$ cat src/rtl/psd_pkg.sv
package psd_pkg;
  localparam int DEF_MAX_RATIO = 512;
  typedef enum logic {PH_LOW = 1'b0, PH_HIGH = 1'b1} phase_e;
endpackage

$ cat src/rtl/psd_tick_gen.sv
module psd_tick_gen (
  input  logic clk_i,
  input  logic rst_ni,
  input  logic casc_i,
  input  logic cascade_i,
  output logic tick_o
);
  logic casc_d_q;

  always_ff @(posedge clk_i or negedge rst_ni) begin
    if (!rst_ni) casc_d_q <= 1'b0;
    else         casc_d_q <= cascade_i;
  end

  // one tick per rising edge of the upstream divider, else every cycle
  assign tick_o = casc_i ? (cascade_i & ~casc_d_q) : 1'b1;
endmodule

$ cat src/rtl/psd_period_ctr.sv
module psd_period_ctr import psd_pkg::*; #(
  parameter int CNT_W = 9
) (
  input  logic             clk_i,
  input  logic             rst_ni,
  input  logic             tick_i,
  input  logic             casc_i,
  input  logic [CNT_W-1:0] high_i,
  input  logic [CNT_W-1:0] low_i,
  input  logic             half_i,
  output logic             pos_o,
  output logic             half_o,
  output logic             byp_o
);
  phase_e           phase_q;
  logic [CNT_W-1:0] cnt_q, lo_q;
  logic             half_q, byp_q, pos_q;
  logic             last, start;
  logic [CNT_W-1:0] hi_eff;

  assign last   = (cnt_q == CNT_W'(1)) || byp_q;
  assign start  = tick_i && last && (phase_q == PH_LOW || byp_q);
  assign hi_eff = (high_i == '0) ? CNT_W'(1) : high_i;

  always_ff @(posedge clk_i or negedge rst_ni) begin
    if (!rst_ni) begin
      phase_q <= PH_LOW;
      cnt_q   <= CNT_W'(1);
      lo_q    <= CNT_W'(1);
      half_q  <= 1'b0;
      byp_q   <= 1'b0;
      pos_q   <= 1'b0;
    end else if (start) begin
      // period boundary: latch new settings
      phase_q <= PH_HIGH;
      pos_q   <= 1'b1;
      cnt_q   <= hi_eff;
      lo_q    <= low_i;
      byp_q   <= (low_i == '0);
      half_q  <= half_i & ~casc_i & (low_i != '0);
    end else if (tick_i && last) begin
      phase_q <= PH_LOW;
      pos_q   <= 1'b0;
      cnt_q   <= lo_q;
    end else if (tick_i) begin
      cnt_q   <= cnt_q - CNT_W'(1);
    end
  end

  assign pos_o  = pos_q;
  assign half_o = half_q;
  assign byp_o  = byp_q;


  cnt_nonzero_chk: assert property (@(posedge clk_i) disable iff (!rst_ni)
    cnt_q != '0);

  pos_only_on_tick_chk: assert property (@(posedge clk_i) disable iff (!rst_ni)
    !tick_i |=> $stable(pos_q));

  cfg_held_chk: assert property (@(posedge clk_i) disable iff (!rst_ni)
    !tick_i |=> ($stable(lo_q) && $stable(half_q) && $stable(byp_q)));
endmodule

$ cat src/rtl/psd_half_ext.sv
module psd_half_ext (
  input  logic clk_i,
  input  logic rst_ni,
  input  logic pos_i,
  input  logic half_i,
  input  logic byp_i,
  input  logic src_clk_i,
  output logic div_o
);
  logic neg_q;

  always_ff @(negedge clk_i or negedge rst_ni) begin
    if (!rst_ni) neg_q <= 1'b0;
    else         neg_q <= pos_i;
  end

  // OR with half-cycle delayed copy: extension without a gap
  assign div_o = byp_i ? src_clk_i : (pos_i | (half_i & neg_q));


  neg_follow_chk: assert property (@(posedge clk_i) disable iff (!rst_ni)
    neg_q == pos_i);
endmodule

$ cat src/rtl/postscale_div.sv
module postscale_div import psd_pkg::*; #(
  parameter  int MAX_RATIO = DEF_MAX_RATIO,
  localparam int CNT_W     = $clog2(MAX_RATIO)
) (
  input  logic             clk_i,
  input  logic             rst_ni,
  input  logic [CNT_W-1:0] high_i,
  input  logic [CNT_W-1:0] low_i,
  input  logic             half_i,
  input  logic             cascade_en_i,
  input  logic             cascade_i,
  output logic             div_o
);
  logic casc_q, tick, pos, half_x, byp, src_clk;

  // static chain select, loaded only during reset
  always_ff @(posedge clk_i) begin
    if (!rst_ni) casc_q <= cascade_en_i;
  end

  assign src_clk = casc_q ? cascade_i : clk_i;

  psd_tick_gen u_tick (
    .clk_i    (clk_i),
    .rst_ni   (rst_ni),
    .casc_i   (casc_q),
    .cascade_i(cascade_i),
    .tick_o   (tick)
  );

  psd_period_ctr #(.CNT_W(CNT_W)) u_ctr (
    .clk_i (clk_i),
    .rst_ni(rst_ni),
    .tick_i(tick),
    .casc_i(casc_q),
    .high_i(high_i),
    .low_i (low_i),
    .half_i(half_i),
    .pos_o (pos),
    .half_o(half_x),
    .byp_o (byp)
  );

  psd_half_ext u_ext (
    .clk_i    (clk_i),
    .rst_ni   (rst_ni),
    .pos_i    (pos),
    .half_i   (half_x),
    .byp_i    (byp),
    .src_clk_i(src_clk),
    .div_o    (div_o)
  );


  casc_static_chk: assert property (@(posedge clk_i) disable iff (!rst_ni)
    rst_ni |=> $stable(casc_q));

  no_half_cascaded_chk: assert property (@(posedge clk_i) disable iff (!rst_ni)
    casc_q |-> !half_x);
endmodule

$ cat config.mk
export PLATFORM = sky130hd
export DESIGN_NAME = postscale_div
export DESIGN_NICKNAME = d
export VERILOG_FILES = /design/src/rtl/psd_pkg.sv /design/src/rtl/psd_tick_gen.sv /design/src/rtl/psd_period_ctr.sv /design/src/rtl/psd_half_ext.sv /design/src/rtl/postscale_div.sv
export SDC_FILE = /design/constraint.sdc
export NUM_CORES = 1
export LEC_CHECK = 0
export ABC_AREA = 1
export BUFFER_PORTS_ARGS = -buffer_cell sky130_fd_sc_hd__buf_4
export CAP_MARGIN = 0
export CORE_MARGIN = 4
export CORE_UTILIZATION = 60
export DETAILED_ROUTE_END_ITERATION = 10
export PLACE_DENSITY = 0.95
export SYNTH_ARGS = -nofsm -noshare
export SYNTH_HDL_FRONTEND = slang
export SYNTH_SLANG_ARGS = --single-unit
$ cat constraint.sdc
create_clock -name clk_i -period 3.6 [get_ports clk_i]
set_clock_uncertainty 0.05 [all_clocks]
set_input_delay 0.18 -clock clk_i [delete_from_list [all_inputs] [get_ports clk_i]]
set_output_delay 0.18 -clock clk_i [all_outputs]
set_load 0.01 [all_outputs]
==> metrics.md, run 1 <==
| Metric | Value |
|---|---|
| Outcome | `finished, final reports clean` |
| RSZ-0062 raised after global routing | `false` |
| Worst-path clk slew | `between 0.1 and 0.15 ns` |
| Power Density | `552.9 nW/um^2` |
| NumNets Final | `282` |
| Synth cell count leaders | `nand2_1 (82), inv_1 (26), nor2_1 (24), dfrtp_1 (20), nand3_1 (19)` |
| WP data arrival | `3.04 ns` |
| Critical Path Fanout Max | `1` |
| Die width | `57.92 um` |
| Initial Util | `65.09%` |
| Ant. Diodes | `0` |
| DRC Markers | `0` |
| Number of global-route vias before repair | `1622` |
| WP data required | `3.37 ns` |
| Netlist cell types | `28` |
| Die footprint | `3355 um^2` |
| TNS Setup | `0 ns` |
| Post-synth EDFFs | `1` |
| Finished Layout Cells | `284` |
| Critical path type | `register to output pin` |
| Synth top area cells | `dfrtp_1 (33%), nand2_1 (21%), inv_1 (6.5%)` |
| Setup bufs post-CTS | `0` |
| Leakage | `0.0009827 uW` |
| Remaining global-route overflow | `0` |
| Placed insts | `263` |
| Initial antenna violation count | `0` |
| Syn Nets | `approximately 240` |
| #FFs+latches synth | `24` |
| Synth top area share | `33.47%` |
| Synth Cell Area | `1495 um^2` |
| Die Y | `~58 um` |
| Count of final setup violators | `0` |
| Via density | `5.806` |
| Fin util | `80.56%` |
| Post-Synthesis Cells | `between 200 and 250` |
| Syn Area/Cell | `6.859 um^2` |
| Max Slew Vio Count | `0` |
| Fraction of layout cells with a size suffix above 1 | `15.23%` |
| Core Area | `around 2300 um^2` |
| Input/output buffers | `23` |
| Biggest area consumer among synthesized cells | `dfrtp_1` |
| CP Capture Type | `output pin` |
| Final Hold Fails | `0` |
| Antenna Nets Post-Route | `0` |
| HP Class | `primary input to register` |
| Worst skew pair latency | `0.44 ns` |
| Sequential share of the synthesized area | `roughly two fifths` |
| # fillers | `139` |
| Synth async-reset ratio | `between 90 and 100%` |
| Drt total wl | `4355 um` |
| IO Count | `24` |
| Row cnt | `17` |
| Drt first pass iters | `7` |
| Synth-to-layout area growth | `23.77%` |
| CP startpoint kind | `register` |
| Post-DP HPWL | `2414 um` |
| Max-cap viol count | `0` |
| Most frequent cell after synthesis | `nand2_1` |
| VDD IR max | `449.5 uV` |
| Main synth FF type | `dfrtp_1` |
| FF-to-FF setup slack | `1.15 ns` |
| Largest net degree at the start of global routing | `25` |
| Iteration-0 DRC Markers | `118` |
| Slew headroom | `between 50% and 60%` |
| WL per Instance | `15.33 um` |
| First-pass GRT wire length | `7272 um` |
| Placer Congestion | `0.8730` |
| Worst slew pin tran | `roughly 0.74 ns` |
| CTS tree | `done` |
| Routed vias | `1649` |
| Synth warn | `0` |
| GRT Util Overall | `28.53%` |
[cells by family after synthesis]
logic type / share of synthesized area (%)
AND/OR/NAND/NOR: 40.17
buffers and inverters: 10.71
flip-flops: 40.67
AO/OA/AOI/OAI: 5.021
XOR/XNOR: 1.758
adder cells (fa/ha/maj): 1.673
[per-stage QoR]
stage	setup slack, ns	hold WS [ns]	total power, uW	instance area [um^2]
floorplan	0.9244	-0.1656	689.8	1495
global placement	0.8835	0.04361	758.5	1652
detailed placement	0.8762	0.04261	775.7	1652
CTS	0.3765	0.02585	991.7	1851
global route	0.2793	0.04842	1095	1851
finish	0.3325	0.01420	1023	1851
[cell usage in the layout (no fill, tap or decap), types with 2 or more instances in the layout]
| cell | count |
|---|---|
| a21oi_1 | 4 |
| dfstp_2 | 2 |
| nand4_1 | 8 |
| nor2_1 | 24 |
| inv_1 | 26 |
| clkbuf_4 | 6 |
| inv_2 | 3 |
| xor2_1 | 2 |
| dlygate4sd3_1 | 14 |
| o21ai_0 | 6 |
| dfrtp_1 | 20 |
| nand2_1 | 82 |
| ha_1 | 2 |
| nand3_1 | 19 |
| buf_4 | 23 |
| nor3_1 | 2 |
[layer usage]
metal / vias up / share of wire (%) / track usage, %
met5: - / 0 / 0
met4: 0 / 5.3 / 16.23
met3: 33 / 9.4 / 6.459
met2: 121 / 49 / 46.77
met1: 737 / 36 / 34.32
li1: 758 / - / -
[final timing paths]
check,cells after the start,start,endpoint
max in group asynchronous,2,rst_ni,u_ext.neg_q
worst min register to register,2,u_ctr.lo_q[0],u_ctr.lo_q[0]
worst max-delay path,3,u_ext.neg_q,div_o
worst min-delay path,5,high_i[5],u_ctr.cnt_q[5]
worst max register to register,0,u_ctr.phase_q,u_ext.neg_q
min in group asynchronous,2,rst_ni,u_ctr.byp_o
[worst max-delay path, stage by stage (launching register included)]
cell,delay (ns)
dfrtn_1,0.42
a21oi_1,0.07
o22ai_1,0.16
buf_4,0.14
[area by class of cell]
type | count | area, um^2 | share of cell area [%]
clock buffer | 8 | 66.31 | 3.584
inverter | 29 | 108.9 | 5.882
sequential | 24 | 608.1 | 32.86
tap | 28 | 35.03 | 1.893
timing repair buffer | 36 | 305.3 | 16.50
multi-input combinational | 159 | 726.9 | 39.28
[flip-flops by register name, summed over array words and instances (netlist names)]
| signal | flops |
|---|---|
| u_ext.neg_q | 1 |
| casc_q | 1 |
| u_ctr.lo_q | 9 |
| u_ctr.cnt_q | 9 |
| u_tick.casc_d_q | 1 |
| u_ctr.byp_o | 1 |
| u_ctr.half_o | 1 |
| u_ctr.phase_q | 1 |
[repair_timing]
item                                    4_1_cts  5_1_grt
resized for setup                             0        0
endpoints found under the setup margin        0        0
hold endpoints to repair                     35        0
hold buffers                                 14        0
[report_power, final]
group	switching [uW]	total (uW)	internal (uW)	leakage [uW]
registers	64.3	418	354	0.000285
logic	250	394	144	0.000653
clock network	106	211	104	0.0000439
(Power assumes the default switching activity.)
==> run 2, diff against run 1 <==
--- a/config.mk
+++ b/config.mk
@@ -9,6 +9,7 @@
 export BUFFER_PORTS_ARGS = -buffer_cell sky130_fd_sc_hd__buf_4
 export CAP_MARGIN = 0
-export CORE_MARGIN = 4
+export CORE_MARGIN = 3
 export CORE_UTILIZATION = 60
+export CTS_CLUSTER_SIZE = 20
 export DETAILED_ROUTE_END_ITERATION = 10
 export PLACE_DENSITY = 0.95
--- a/constraint.sdc
+++ b/constraint.sdc
@@ -3,3 +3,3 @@
 set_input_delay 0.18 -clock clk_i [delete_from_list [all_inputs] [get_ports clk_i]]
 set_output_delay 0.18 -clock clk_i [all_outputs]
-set_load 0.01 [all_outputs]
+set_load 0.05 [all_outputs]
==> run 2 against run 1 <==
  * Non-clock buffer count down 1
  * Die area down 6.8%
  * Core utilization down 0.87 points
  * Wire length down 9.4%
  * Power down 3.8%
  * Critical path depth unchanged
  * Global-route usage up 0.28 points
  * Final cell count down 0.35%
  * Critical endpoint unchanged
  * Highest routed layer unchanged
==> metrics.md, run 2 (same netlist as run 1, synthesis figures left out) <==
| Metric | Value |
|---|---|
| Slew headroom | `50.81% (+0.19 points)` |
| Antenna Nets Post-Route | `0 (unchanged)` |
| Drt total wl | `3945 um (-9.4%)` |
| Pre-CTS WS | `0.7800 ns (-0.09623 ns)` |
| Setup bufs post-CTS | `0 (unchanged)` |
| Iteration-0 DRC Markers | `59 (-50%)` |
| RSZ-0062 raised after global routing | `false` |
| Worst-path clk slew | `0.13 ns (about the same)` |
| Drt first pass iters | `4 (-3)` |
| Slack of the critical path | `0.2500 ns (-0.08252 ns)` |
| CP cell instances | `a21oi_1 -> o22ai_1 -> buf_4` |
| First-pass GRT wire length | `7113 um (-2.2%)` |
| Die footprint | `3127 um^2 (-6.8%)` |
| Outcome | `finished, final reports clean` |
| Initial antenna violation count | `0 (unchanged)` |
| NumNets Final | `281 (-0.35%)` |
| Commonest cells after routing, fill and taps aside | `nand2_1 (82), inv_1 (26), nor2_1 (24)` |
| Leakage | `0.0009726 uW (-1.0%)` |
| CP peak stage delay | `0.41 ns (about the same)` |
| Placer Congestion | `0.8528 (-2.3%)` |
| Synth-to-layout area growth | `22.43%` |
| Via density | `5.583 (-3.8%)` |
| CP startpoint kind | `register` |
| Commonest non-fill, non-tap cell in the layout | `nand2_1` |
| Worst skew pair latency | `0.42 ns (-0.02 ns)` |
| Row cnt | `17 (unchanged)` |
| Biggest regs | `u_ctr.cnt_q x9, u_ctr.lo_q x9` |
| Worst slew pin tran | `0.7360 ns (-0.002805 ns)` |
| WP data required | `3.37 ns (about the same)` |
| IO Count | `24 (unchanged)` |
| TNS Setup | `0 ns (unchanged)` |
| Largest net degree at the start of global routing | `25 (unchanged)` |
| Core Area | `2297 um^2 (unchanged)` |
| GRT Util Overall | `28.81% (+0.28 points)` |
| VDD IR max | `435.5 uV (-3.1%)` |
| Critical path type | `register to output pin` |
| Ant. Diodes | `0 (unchanged)` |
| WP data arrival | `3.12 ns (+0.08 ns)` |
| WL per Instance | `13.94 um (-9.1%)` |
| CP Capture Type | `output pin` |
| Power Density | `537.7 nW/um^2 (-2.8%)` |
| Final Hold Fails | `0 (unchanged)` |
| Number of global-route vias before repair | `1644 (+1.4%)` |
| Total Power | `984.2 uW (-3.8%)` |
| Max-cap viol count | `0 (unchanged)` |
| Input/output buffers | `23 (unchanged)` |
| DRC Markers | `0 (unchanged)` |
| Hold Worst Slack | `0.05819 ns (+0.04399 ns)` |
| Die width | `55.92 um (-3.5%)` |
| Finished Layout Cells | `283 (-0.35%)` |
| Count of final setup violators | `0 (unchanged)` |
| Routed vias | `1580 (-4.2%)` |
| HP Class | `primary input to register` |
| Fraction of layout cells with a size suffix above 1 | `14.90% (-0.33 points)` |
| Initial Util | `65.09% (unchanged)` |
| Remaining global-route overflow | `0 (unchanged)` |
| CTS tree | `done` |
| Max Slew Vio Count | `0 (unchanged)` |
| Slowest-stage cell, CP | `dfrtn_1` |
| Placed insts | `263 (unchanged)` |
| Die Y | `55.92 um (-3.5%)` |
| Post-DP HPWL | `2507 um (+3.8%)` |
| # fillers | `154 (+11%)` |
| Critical Path Fanout Max | `1 (unchanged)` |
## run 2: metal layers
layer	routed length [um]	share of wire (%)	global-route usage (%)	vias to the layer above
met5	0	0	0	-
met4	139	3.5	13.22	0
met3	186	4.7	3.712	19
met2	2053	52	51.86	62
met1	1565	40	33.83	743
li1	-	-	-	756
## run 2: worst max-delay path: cells and delay by family (launching register included)
family                 cells  cell delay [ns]
DFF                        1             0.41
AOI/OAI and AO/OA          2             0.26
buffers and inverters      1             0.23
## run 2: worst paths after layout
check | from | end | slack, ns | cells after the start
worst max-delay path | u_ext.neg_q | div_o | 0.25 | 3
min in group asynchronous | rst_ni | u_ctr.byp_o | 0.14 | 2
worst max register to register | u_ctr.phase_q | u_ext.neg_q | 1.16 | 0
worst min-delay path | high_i[5] | u_ctr.cnt_q[5] | 0.06 | 5
max in group asynchronous | rst_ni | u_ext.neg_q | 1.42 | 2
worst min register to register | u_ctr.lo_q[0] | u_ctr.lo_q[0] | 0.46 | 2
## run 2: timing repair
action,CTS,global route
hold endpoints to repair,34,0
resized for setup,0,0
hold buffers,13,0
## run 2: final cells by class
cell class / count / area [um^2] / share of cell area (%)
Clock buffer: 8 / 56.30 / 3.076
Inverter: 29 / 108.9 / 5.947
Multi-Input combinational cell: 159 / 726.9 / 39.71
Sequential cell: 24 / 608.1 / 33.22
Tap cell: 28 / 35.03 / 1.914
Timing Repair Buffer: 35 / 295.3 / 16.13
## run 2: report_power, final
group,switching (uW),internal [uW]
logic,233,143
registers,63.6,354
clock network,104,85.9
## run 2: per-stage QoR
| stage | util [%] | area [um^2] |
|---|---|---|
| global route | 79.68 | 1831 |
| finish | 79.68 | 1831 |
| detailed placement | 71.90 | 1652 |
| CTS | 79.68 | 1831 |
| floorplan | - | 1495 |
| global placement | 71.90 | 1652 |
